$ cat src/rtl/issue_pkg.sv
package issue_pkg;

  typedef enum logic [1:0] {
    UNIT_INT = 2'd0,
    UNIT_ADD = 2'd1,
    UNIT_MUL = 2'd2,
    UNIT_DIV = 2'd3
  } unit_e;

  // strobes from control to the tracking datapath
  typedef struct packed {
    logic issueStb;
    logic claimDst;
  } ctl_s;

  // raw hazard indications from the datapath
  typedef struct packed {
    logic rawHit;
    logic wawHit;
    logic portHit;
    logic divBusy;
  } haz_s;

endpackage

$ cat src/rtl/issue_track_dp.sv
module issue_track_dp
  import issue_pkg::*;
#(
  parameter int REG_W      = 5,
  parameter int ADD_DEPTH  = 4,
  parameter int MUL_DEPTH  = 7,
  parameter int DIV_CYCLES = 24
) (
  input  logic             clk,
  input  logic             rst,
  input  logic [REG_W-1:0] decSrcA,
  input  logic [REG_W-1:0] decSrcB,
  input  logic [REG_W-1:0] decDst,
  input  unit_e            decUnit,
  input  ctl_s             ctl,
  output haz_s             haz
);
  localparam int NUM_REGS = 1 << REG_W;
  localparam int SLOT_N   = DIV_CYCLES;
  localparam int CNT_W    = $clog2(DIV_CYCLES + 1);

  logic [CNT_W-1:0]  regCnt [NUM_REGS];
  logic [SLOT_N-1:0] slots;
  logic [SLOT_N-1:0] slotsNext;
  logic [CNT_W-1:0]  divCnt;
  logic [CNT_W-1:0]  depth;
  logic [CNT_W-1:0]  checkIdx;
  logic [CNT_W-1:0]  bookIdx;
  logic              isFp;

  always_comb begin
    unique case (decUnit)
      UNIT_INT: depth = CNT_W'(1);
      UNIT_ADD: depth = CNT_W'(ADD_DEPTH);
      UNIT_MUL: depth = CNT_W'(MUL_DEPTH);
      default:  depth = CNT_W'(DIV_CYCLES);
    endcase
  end

  assign isFp     = (decUnit != UNIT_INT);
  assign checkIdx = depth - CNT_W'(1);
  assign bookIdx  = depth - CNT_W'(2);

  // hazard views of the tracked state
  always_comb begin
    haz.rawHit  = (regCnt[decSrcA] > CNT_W'(1)) || (regCnt[decSrcB] > CNT_W'(1));
    haz.wawHit  = (regCnt[decDst] != '0);
    haz.portHit = slots[checkIdx];
    haz.divBusy = (divCnt != '0);
  end

  // per-register in-flight countdown; integer results never linger
  generate
    for (genvar g = 0; g < NUM_REGS; g++) begin : gRegCnt
      always_ff @(posedge clk) begin
        if (rst)
          regCnt[g] <= '0;
        else if (ctl.claimDst && isFp && (decDst == REG_W'(g)))
          regCnt[g] <= depth;
        else if (regCnt[g] != '0)
          regCnt[g] <= regCnt[g] - CNT_W'(1);
      end
    end
  endgenerate

  // write-port booking shift register: bit j = port used j+1 cycles ahead
  always_comb begin
    slotsNext = {1'b0, slots[SLOT_N-1:1]};
    if (ctl.claimDst && isFp)
      slotsNext[bookIdx] = 1'b1;
  end

  always_ff @(posedge clk) begin
    if (rst) slots <= '0;
    else     slots <= slotsNext;
  end

  // divider occupancy
  always_ff @(posedge clk) begin
    if (rst)
      divCnt <= '0;
    else if (ctl.issueStb && decUnit == UNIT_DIV)
      divCnt <= CNT_W'(DIV_CYCLES - 1);
    else if (divCnt != '0)
      divCnt <= divCnt - CNT_W'(1);
  end

endmodule

$ cat src/rtl/issue_ctrl.sv
module issue_ctrl
  import issue_pkg::*;
(
  input  logic  decValid,
  input  unit_e decUnit,
  input  logic  decHasDst,
  input  haz_s  haz,
  output logic  stall,
  output logic  issue,
  output ctl_s  ctl
);
  logic waitAny;

  // destination-free instructions skip port and WAW checks
  assign waitAny = haz.rawHit
                 | (decHasDst & haz.wawHit)
                 | (decHasDst & haz.portHit)
                 | ((decUnit == UNIT_DIV) & haz.divBusy);

  assign stall        = decValid & waitAny;
  assign issue        = decValid & ~waitAny;
  assign ctl.issueStb = issue;
  assign ctl.claimDst = issue & decHasDst;

endmodule

$ cat src/rtl/fp_issue_interlock.sv
module fp_issue_interlock
  import issue_pkg::*;
#(
  parameter int REG_W      = 5,
  parameter int ADD_DEPTH  = 4,
  parameter int MUL_DEPTH  = 7,
  parameter int DIV_CYCLES = 24
) (
  input  logic             clk,
  input  logic             rst,
  input  logic             decValid,
  input  logic [1:0]       decUnit,
  input  logic [REG_W-1:0] decSrcA,
  input  logic [REG_W-1:0] decSrcB,
  input  logic [REG_W-1:0] decDst,
  input  logic             decHasDst,
  output logic             issue,
  output logic             stall
);
  unit_e unitCls;
  ctl_s  ctl;
  haz_s  haz;

  assign unitCls = unit_e'(decUnit);

  issue_track_dp #(
    .REG_W(REG_W), .ADD_DEPTH(ADD_DEPTH),
    .MUL_DEPTH(MUL_DEPTH), .DIV_CYCLES(DIV_CYCLES)
  ) uDp (
    .clk(clk), .rst(rst),
    .decSrcA(decSrcA), .decSrcB(decSrcB), .decDst(decDst),
    .decUnit(unitCls), .ctl(ctl), .haz(haz)
  );

  issue_ctrl uCtrl (
    .decValid(decValid), .decUnit(unitCls), .decHasDst(decHasDst),
    .haz(haz), .stall(stall), .issue(issue), .ctl(ctl)
  );

endmodule

$ cat config.mk
export PLATFORM = sky130hd
export DESIGN_NAME = fp_issue_interlock
export DESIGN_NICKNAME = d
export VERILOG_FILES = /design/src/rtl/issue_pkg.sv /design/src/rtl/issue_track_dp.sv /design/src/rtl/issue_ctrl.sv /design/src/rtl/fp_issue_interlock.sv
export SDC_FILE = /design/constraint.sdc
export NUM_CORES = 1
export LEC_CHECK = 0
export BUFFER_PORTS_ARGS = -buffer_cell sky130_fd_sc_hd__clkbuf_2
export CORE_MARGIN = 3
export CORE_UTILIZATION = 55
export CTS_CLUSTER_DIAMETER = 80
export CTS_CLUSTER_SIZE = 20
export DETAILED_ROUTE_END_ITERATION = 10
export GPL_ROUTABILITY_DRIVEN = 0
export PLACE_DENSITY = 0.71
export SKIP_LAST_GASP = 1
export SLEW_MARGIN = 20
export SYNTH_ARGS = -nofsm -noshare
export SYNTH_HDL_FRONTEND = slang
export SYNTH_SLANG_ARGS = --single-unit
$ cat constraint.sdc
create_clock -name clk -period 3.9 [get_ports clk]
set_clock_uncertainty 0.1 [all_clocks]
set_input_delay 0.195 -clock clk [delete_from_list [all_inputs] [get_ports clk]]
set_output_delay 0.195 -clock clk [all_outputs]
set_load 0.01 [all_outputs]
# [Yosys cells after proc, flatten, opt, wreduce, memory -nomap -nowiden]
# Memories as Yosys holds them, arrays and structs flattened.
# Cells that the tools add are included.
[totals] ff_bits=29 ramBits=160 inputBits=21 out_inout_bits=2 wordCells=529 n_memories=1
[classes] n_addsub=35 magnitude_cmp=5 eq_ne=34 mux=298 bitwise=76 n_reduce_logical=76
[mem_list] memory="uDp.regCnt" depth=32 word_bits=5 rd=35 rd_clocked_by_memory_dff=0 write_ports=32 line="issue_track_dp.sv:22" rtl="logic [CNT_W-1:0] regCnt [NUM_REGS];"
[ops] cell="$mux 5" n=66
[ops] cell="$mux 1" n=228
[ops] cell="$reduce_bool 5->1" n=34
[ops] cell="$sub 5x1->5 const B" n=34
[ops] cell="$eq 5x5->1 const B" n=16
[ops] cell="$or 1x1->1" n=67
[ops] cell="$eq 5x4->1 const B" n=8
[ops] cell="$logic_and 1x1->1" n=35
[ops] cell="$or 23x24->24" n=1
[ops] cell="$mux 23" n=1
[ops] cell="$eq 5x3->1 const B" n=4
[ops] cell="$pmux 5 s3" n=1
[ops] cell="$lt 5x6->1 const B" n=2
[ops] cell="$eq 5x2->1 const B" n=2
[ops] cell="$gt 5x1->1 const B" n=2
[ops] cell="$and 1x1->1" n=6
[ops] cell="$bmux 1 s5" n=1
[ops] cell="$demux 1 s5" n=1
[ops] cell="$eq 5x1->1 const B" n=1
[ops] cell="$ge 5x1->1 const B" n=1
[ops] cell="$logic_not 5->1" n=1
[ops] cell="$sub 5x2->5 const B" n=1
[ops] cell="$eq 2x2->1 const B" n=2
[ops] cell="$reduce_bool 2->1" n=2
[ops] cell="other kinds (5)" n=7

# [Logic depth before layout (Yosys ltp)]
# Gate-level depths: netlist of the first run.
[depth] depth_word=18 ltp_mapped=12 ltp_nobuf=9

# [Modules after synthesis]
# A second synthesis of the first run with hierarchy kept.
[unflattened] hier_cells=1272 hier_area_um2=11397.2
[by_module_without_submodules] module="issue_track_dp" n_inst=1 cells_each=1265 area_each_um2=11350.9 seq_area_each_um2=5385.2
[by_module_without_submodules] module="issue_ctrl" n_inst=1 cells_each=7 area_each_um2=46.3 seq_area_each_um2=0.0

# [Worst setup path before layout of the first run]
# Ideal clock, no wire load.
[synth_path] path_type="input to register" start="input port decUnit[0]" end="memory uDp.regCnt[11][3] (netlist bit) (data pin)" setup_time_ps=262 arrival_time_ps=2931 required_time_ps=3538 path_slack_ps=607 stages=10 path_buffers=1 path_cell_list="inv_1 ha_1 mux4_2 nor2_1 a21oi_1 or2_1 o41a_1 buf_2 nor4_2 mux2_1"
[synth_lines] element="start, declared" line="fp_issue_interlock.sv:12" rtl="input logic [1:0] decUnit,"
[synth_lines] element="end, declared" line="issue_track_dp.sv:22"

==> results of run 1 <==
## per-stage QoR
| step | instance area (um2) | power, uW | cells | hold WS (ps) |
|---|---|---|---|---|
| final | 13800 | 10600 | 1577 | 45.1 |
| after global routing | 13800 | 11300 | 1577 | 91.0 |
| after CTS | 13800 | 10500 | 1577 | 41.2 |
| after detailed placement | 13200 | 8780 | 1545 | 324 |
| after global placement | 13200 | 8640 | 1545 | 315 |
| after floorplan | 12600 | 7420 | 1248 | 293 |
## kinds of logic after synthesis
group           after synthesis  share of synthesized area (%)
buf+inv                     151                           4.79
flops                       189                           42.9
fa+ha+maj                    41                           4.08
other cells                   1                         0.0298
mux                         119                           11.6
xor+xnor                     61                           4.25
compound gates              174                           9.50
simple gates                512                           22.9
## worst min path at each step
stage / to / cells after the start / slack, ps / start
finish: uDp.divCnt[4] / 3 / 50 / decValid
global route: uDp.slots[10] / 2 / 90 / rst
CTS: uDp.divCnt[4] / 3 / 40 / decValid
detailed placement: uDp.slots[11] / 1 / 320 / uDp.slots[12]
global placement: uDp.slots[20] / 2 / 310 / uDp.slots[21]
floorplan: uDp.divCnt[4] / 2 / 290 / decValid
## state kept, by name, summed over array words and instances (netlist names)
register and flops:
uDp.slots 24, uDp.divCnt 5, uDp.regCnt 160
## per-layer routing
layer	vias up	wire, um
li1	4714	-
met1	4941	14200
met2	495	15700
met3	59	2900
met4	0	784
met5	-	0
## worst min-delay path: stages
cell,delay [ps]
clkbuf_2,130
nand2_1,150
o21ai_1,70
## final cells by class
class / count / area (um2)
clock buffers: 17 / 425
clock inverters: 15 / 128
fillers: 1818 / 8330
inverters: 92 / 345
multi-input cells: 908 / 6640
flip-flops and latches: 189 / 5390
well taps: 280 / 350
repair buffers: 76 / 556
## report_power, final
part,total (uW),internal (uW),switching [uW]
clock,1700,840,863
combinational,4720,2170,2550
sequential,4180,3350,834
## cells in the mapped netlist (all sizes together) (2+ instances only)
master   number
buf          19
nor3         71
nor4         51
mux4         12
nand3        11
xor2          6
clkbuf       40
a211oi        3
o22ai        40
or2           4
o32ai        10
edfxtp      160
a21oi        32
or3b          2
nand4b        3
inv          92
a22oi         2
mux2         94
o21bai       17
a31oi         5
nand3b       24
nor2b        15
nand2b       20
a221oi        3
a311o         2
a21o          3
or4          28
o21ai        11
nand4        15
o31ai        28
o211ai        2
a2111oi       3
and3          2
mux2i        13
a32oi         3
a311oi        4
nor4b         3
nor2        165
and2          2
xnor2        55
nand2        79
or3          14
dfxtp        29
ha           41
==> results.yml, run 1 <==
finish:
  fin_nets: 1346
  final_util_pct: 62.4
  final_cell_mix: "nor2_1 (163), edfxtp_1 (160), inv_1 (91)"
  diodes: 0
  syn_to_final_growth_pct: 10.1
  drive_gt1_share_pct: 16.9
  layout_commonest_cell: "nor2_1"
worst_setup_path:
  crit_family: "simple AND/OR/NAND/NOR gates"
  cp.arrival_ps: 3440
  worstPathRequired_ps: 3610
  cp-startpoint: "uDp.regCnt[21][1]"
  r2r-start: "uDp.regCnt[6][1]"
  end_kind: "output port"
  max_stage_delay_ps: 540
  slowest_stage: "or3_2"
  reg2reg_depth: 9
  crit_type: "reg2out"
  start_kind: "flip-flop"
  worst_path_most_repeated_cell: "nor4_1"
  critPathBufInv: 2
  critPathCapture: "stall"
  path_max_fanout: 11
  cp_num_cells: 10
  crit_chain: "nor4_1 > mux4_2 > mux2i_1 > nor3b_1 > nor4_1 > or3_2 > buf_4 > a21o_2 > and2_1 > clkbuf_2"
  r2r_setup_slack_ps: 300
  r2r_end: "uDp.regCnt[9][1]"
synth:
  ys_warn_count: 0
  yosysUniqueCellTypes: 65
  ys_ff_latch: 189
  yosysSeqAreaShare_pct: 42.9
  synthTopCellsByArea: "edfxtp_1 (38%), nor2_1 (4.9%), dfxtp_1 (4.6%), mux2_2 (4.3%), mux2_1 (4.1%)"
  avgSynthCellArea_um2: 10.1
  syn_nets: 1310
  syn_inst: 1248
  ys.flop_type: "edfxtp_1"
  synth-edff-count: 160
  async_reset_ff_share_pct: 0
  synthesis.area_mm2: 0.0126
  synth_top_area_share_pct: 38.2
  yosys.area.top_type: "edfxtp_1"
timing:
  hold_viol: 0
  timing.final.ws_setup_ps: 167
  relSlewSlack_pct: 27.5
  worst_pin_slew_ps: 1090
  period_share_pct: 95.7
  final.setup.tns_ps: 0
  fmax_mhz: 268
  setup_viol: 0
  fin_crit_ps: 3730
  grt_setup_unrepaired: "false"
  drv_slew: 0
clock_tree:
  cts_post_setup_buffers_inserted: 0
  clock_path_buffers: 2
  path_clk_slew_ps: 70
  cts_buffers: 17
  clock_latency_ps: 440
  cts_tree: "built"
  cts_hold_buf: 0
  htreeDepth: 4
  cts_root_buf: "clkbuf_16"
  clock_sink_count: 189
  ctsResizeCount: 0
global_routing:
  met1_usage_pct: 37.9
  antenna_found_initial: 0
  grt_pass1_vias: 9906
  grt_util_met3_pct: 5.09
  grt_use_total_pct: 27.5
  gr-usage-met2_pct: 44.1
  grt_pass1_wl_um: 53400
  grt_most_used_layer: "met2"
  grt_max_degree: 61
  grt_overflow: 0
floorplanning:
  std_cell_rows: 54
  core_mm2: 0.0222
  die_h_um: 157
  die_w_um: 157
  die_area_mm2: 0.0247
  start_util_pct: 56.7
  ios: 23
placed_design:
  dpl_worst_slack_ps: 122
  hpwlAfterDp_um: 23600
  io_buffer_count: 22
worst_hold_path:
  hold_class: "in2reg"
power:
  p_leak_uw: 0.00521
  powerDensity_mw_per_mm2: 767
  worst_ir_drop_vdd_uv: 350
route:
  dr.pass1.iters: 5
  drc: 0
  antenna_left: 0
  drt_wl_total_um: 33600
  drt_iter0_markers: 1179
  route.vias.total: 10209
  wl_per_cell_um: 21.3
  vias_per_cell: 6.47
outcome:
  status: "finished, final reports clean"
flow_run:
  maxCapViolCount: 0
Power figures use the tool's default switching activity.
==> run 2: changes to the inputs <==
--- a/config.mk
+++ b/config.mk
@@ -5,13 +5,12 @@
 export SDC_FILE = /design/constraint.sdc
 export NUM_CORES = 1
 export LEC_CHECK = 0
-export BUFFER_PORTS_ARGS = -buffer_cell sky130_fd_sc_hd__clkbuf_2
+export BUFFER_PORTS_ARGS = -buffer_cell sky130_fd_sc_hd__buf_2
 export CORE_MARGIN = 3
 export CORE_UTILIZATION = 55
 export CTS_CLUSTER_DIAMETER = 80
 export CTS_CLUSTER_SIZE = 20
 export DETAILED_ROUTE_END_ITERATION = 10
-export GPL_ROUTABILITY_DRIVEN = 0
 export PLACE_DENSITY = 0.71
 export SKIP_LAST_GASP = 1
 export SLEW_MARGIN = 20
==> run 2 against run 1 <==
Compared with the run above:
- flip-flop and latch count unchanged
- clock power increased by 4%
- worst setup slack got worse by 33 ps
- sequential share of layout area is 0.15 points higher
- largest power group unchanged
==> results.yml, run 2 (synthesized netlist as in run 1, its figures left out) <==
worst_hold_path:
  hold_class: "in2reg"
  min_from: "decValid"
  hold_path_end: "uDp.divCnt[4]"
  min_path_cells: 3
flow_run:
  maxCapViolCount: 0
clock_tree:
  clock_sink_count: 189
  cts_root_buf: "clkbuf_16"
  clock_path_buffers: 2
  cts_post_setup_buffers_inserted: 0
  clock_latency_ps: 450
  htreeDepth: 4
  cts_tree: "built"
  cts_buffers: 17
  path_clk_slew_ps: 70
route:
  wl_per_cell_um: 21.4
  antenna_left: 0
  drc: 0
  drt_iter0_markers: 1037
  drt_wl_total_um: 33600
  route.vias.total: 10076
  dr.pass1.iters: 5
  vias_per_cell: 6.41
finish:
  fin_nets: 1340
  diodes: 0
  largest_register_ffs: 160
  drive_gt1_share_pct: 16.0
  largestRegisters: "uDp.regCnt x160, uDp.slots x24, uDp.divCnt x5"
  syn_to_final_growth_pct: 9.64
  num-fill-cells: 1812
  final_area_mm2: 0.0138
  regMostFlops: "uDp.regCnt"
  final_util_pct: 62.2
  multi_input_area_mm2: 0.00660
  layout_commonest_cell: "nor2_1"
  final_cell_mix: "nor2_1 (163), edfxtp_1 (160), inv_1 (92)"
  regArea_mm2: 0.00539
outcome:
  status: "finished, final reports clean"
worst_setup_path:
  r2r_end: "uDp.regCnt[11][3]"
  r2r_setup_slack_ps: 170
  r2r-start: "uDp.regCnt[10][1]"
  start_kind: "flip-flop"
  reg2reg_depth: 9
  path_max_fanout: 18
  end_kind: "output port"
  cp.arrival_ps: 3470
  cp-startpoint: "uDp.regCnt[10][1]"
  worstPathRequired_ps: 3610
  crit_type: "reg2out"
timing:
  relSlewSlack_pct: 24.8
  grt_setup_unrepaired: "false"
  fin_crit_ps: 3770
  drv_slew: 0
  worst_pin_slew_ps: 1130
  fmax_mhz: 266
  hold_viol: 0
  final.setup.tns_ps: 0
  period_share_pct: 96.6
  setup_viol: 0
power:
  worst_ir_drop_vdd_uv: 352
  p_leak_uw: 0.00520
  powerDensity_mw_per_mm2: 771
floorplanning:
  die_w_um: 157
  die_h_um: 157
  std_cell_rows: 54
  start_util_pct: 56.7
  core_mm2: 0.0222
  ios: 23
  die_area_mm2: 0.0247
placed_design:
  gp_congestion: 0.951
  io_buffer_count: 22
  dpl_cell_area_mm2: 0.0132
  hpwlAfterDp_um: 23600
global_routing:
  grt_max_degree: 74
  grt_pass1_wl_um: 53700
  grt_overflow: 0
  antenna_found_initial: 0
  grt_pass1_vias: 9805
  grt_use_total_pct: 28.0
-- run 2: metrics by stage --
step	power (uW)	worst slack, ps	hold WS [ps]	cells
after global routing	11400	8.23	61.5	1571
after floorplan	7420	607	293	1248
after CTS	10600	172	36.1	1571
final	10600	134	42.1	1571
after global placement	8620	131	318	1539
after detailed placement	8770	19.6	322	1539
-- run 2: cell type report --
cell class | instances | area share [%]
tap | 280 | 2.54
clock inverter | 11 | 0.663
timing repair buffer | 70 | 3.71
multi-input combinational | 908 | 47.9
inverter | 92 | 2.51
sequential | 189 | 39.1
clock buffer | 21 | 3.58
-- run 2: metal layers --
layer,global-route usage [%],vias to the layer above,share of wire [%]
li1,-,4714,-
met3,5.99,58,9.2
met5,0,-,0
met4,8.22,0,2.1
met2,45.1,494,47
met1,38.3,4810,41
-- run 2: worst max-delay path: stages, from the launching register on --
cell	delay [ps]
edfxtp_1	440
nor4_2	490
mux4_2	330
nor2b_1	50
nor4b_1	320
nor4_1	120
or3_2	540
buf_12	210
a21o_1	220
and2_1	170
buf_2	130
-- run 2: worst max path at each step --
stage | endpoint | slack [ps]
floorplan | uDp.regCnt[11][3] | 610
global placement | uDp.regCnt[15][0] | 130
detailed placement | uDp.regCnt[11][1] | 20
CTS | stall | 170
global route | stall | 8
finish | stall | 130
-- run 2: timing repair --
action | 4_1_cts | 5_1_grt
hold endpoints to repair | 0 | 0
hold buffers | 0 | 0
resized for setup | 0 | 2
setup endpoints to repair | 0 | 9
-- run 2: power by group --
group / switching (uW) / internal [uW]
logic: 2560 / 2140
clock network: 827 / 930
registers: 817 / 3350
==> run 3: changes to the inputs <==
==> constraint.sdc (replaced) <==
create_clock -name clk -period 3.8 [get_ports clk]
set_clock_uncertainty 0.1 [all_clocks]
set_input_delay 0.19 -clock clk [delete_from_list [all_inputs] [get_ports clk]]
set_output_delay 0.19 -clock clk [all_outputs]
set_load 0.01 [all_outputs]
==> run 3 against run 2 <==
Compared with the run above:
- global-route usage is 0.57 points lower
- highest routed layer unchanged
- critical path depth is 2 higher
- sequential power is 4% higher
- critical path type unchanged
- non-clock buffer count is 19 higher
==> results.yml, run 3 (synthesized netlist as in run 1, its figures left out) <==
route:
  wl_per_cell_um: 21.2
  top_layer_used: "met4"
  met1_length_um: 14600
  dr.pass1.iters: 6
  met2_length_um: 15700
  route.vias.total: 10155
  antenna_left: 0
  drt_wl_total_um: 33700
  drc: 0
  wl_met3_um: 2660
  vias_per_cell: 6.39
  drt_iter0_markers: 1270
finish:
  fin_nets: 1359
  drive_gt1_share_pct: 18.6
  final_util_pct: 63.4
  syn_to_final_growth_pct: 11.9
  layout_commonest_cell: "nor2_1"
  largest_register_ffs: 160
  num-fill-cells: 1828
  diodes: 0
  largestRegisters: "uDp.regCnt x160, uDp.slots x24, uDp.divCnt x5"
  stdcell_count: 1590
  regMostFlops: "uDp.regCnt"
  final_cell_mix: "nor2_1 (162), edfxtp_1 (160), inv_1 (91)"
timing:
  worst_pin_slew_ps: 1020
  drv_slew: 0
  period_share_pct: 97.5
  fmax_mhz: 270
  relSlewSlack_pct: 32.1
  setup_viol: 0
  final.setup.tns_ps: 0
  fin_crit_ps: 3700
  hold_viol: 0
  fin_hold_ws_ps: 19.4
clock_tree:
  cts_tree: "built"
  cts_buffers: 17
  cts_root_buf: "clkbuf_16"
  htreeDepth: 4
  cts_hold_buf: 0
  clock_path_buffers: 2
  clock_latency_ps: 440
  path_clk_slew_ps: 80
  clock_sink_count: 189
global_routing:
  grt_use_total_pct: 27.4
  grt_max_degree: 54
  grt_pass1_wl_um: 52800
  antenna_found_initial: 0
  grt_pass1_vias: 9704
  grt_overflow: 0
power:
  total_power_uw: 11100
  swShare_pct: 39.6
  power_frac_comb_pct: 45.1
  worst_ir_drop_vdd_uv: 406
  p_leak_uw: 0.00532
  pwr-share-clk_pct: 16.1
  internal_power_uw: 6700
  p_switching_uw: 4400
  power_frac_seq_pct: 38.8
  powerDensity_mw_per_mm2: 790
placed_design:
  placed_cells: 1550
  gp_congestion: 0.947
  io_buffer_count: 22
  hpwlAfterDp_um: 23400
worst_setup_path:
  worstPathRequired_ps: 3510
  cp.arrival_ps: 3410
  max_stage_delay_ps: 460
  path_max_fanout: 11
  crit_type: "reg2out"
  slowest_stage: "edfxtp_1"
  end_kind: "output port"
  start_kind: "flip-flop"
  crit_chain: "nor4_2 > buf_4 > mux4_2 > mux2i_1 > nor3b_1 > nor4_2 > or3_4 > buf_6 > buf_4 > a21o_2 > and2_1 > buf_2"
floorplanning:
  start_util_pct: 56.7
  ios: 23
  core_mm2: 0.0222
  std_cell_rows: 54
  die_w_um: 157
  die_h_um: 157
  die_area_mm2: 0.0247
flow_run:
  maxCapViolCount: 0
outcome:
  status: "finished, final reports clean"
worst_hold_path:
  hold_class: "in2reg"
==> run 3: repair_timing <==
action,CTS,global route
buffers inserted,2,6
endpoints found under the setup margin,2,2
gates resized for setup,7,18
pin swaps,1,0
==> run 3: worst max-delay path, delay by kind of cell (launching register included) <==
| kind | cells | cell delay (ps) |
|---|---|---|
| compound gates | 1 | 270 |
| mux | 2 | 330 |
| flops | 1 | 460 |
| buf+inv | 4 | 620 |
| simple gates | 5 | 1290 |
==> run 3: metal layers <==
metal	track usage (%)	vias to the layer above
met3	3.99	57
met1	39.4	4922
met4	7.98	0
met2	43.5	446
met5	0	-
li1	-	4730
==> run 3: power by group through the flow <==
stage / logic [uW] / clock network (uW) / registers [uW]
after global routing: 5550 / 1880 / 4420
after floorplan: 3570 / 0 / 4050
final: 5010 / 1780 / 4310
after detailed placement: 4750 / 0 / 4280
after CTS: 4840 / 1790 / 4250
after global placement: 4640 / 0 / 4240
==> run 3: area by class of cell <==
type                    instances  area [um2]  share of cell area, %
flip-flops and latches        189        5390                   38.3
clock buffers                  18         450                   3.20
multi-input cells             908        6720                   47.8
clock inverters                14         124                  0.881
repair buffers                 89         682                   4.85
inverters                      92         345                   2.46
well taps                     280         350                   2.49
==> run 3: worst paths after layout <==
check	startpoint	slack, ps	cells past startpoint	to
worst max-delay path	uDp.regCnt[17][4]	100	12	stall
worst min-delay path	decValid	20	3	uDp.divCnt[4]
worst max register to register	uDp.regCnt[6][1]	300	8	uDp.regCnt[12][3]
worst min register to register	uDp.slots[15]	330	2	uDp.slots[14]
==> run 3: metrics by stage <==
step	setup WS, ps	area, um2
2_1_floorplan	512	12600
3_5_place_dp	78.7	13300
3_3_place_gp	115	13300
4_1_cts	50.0	13900
5_1_grt	-14.5	14100
6_report	96.6	14100
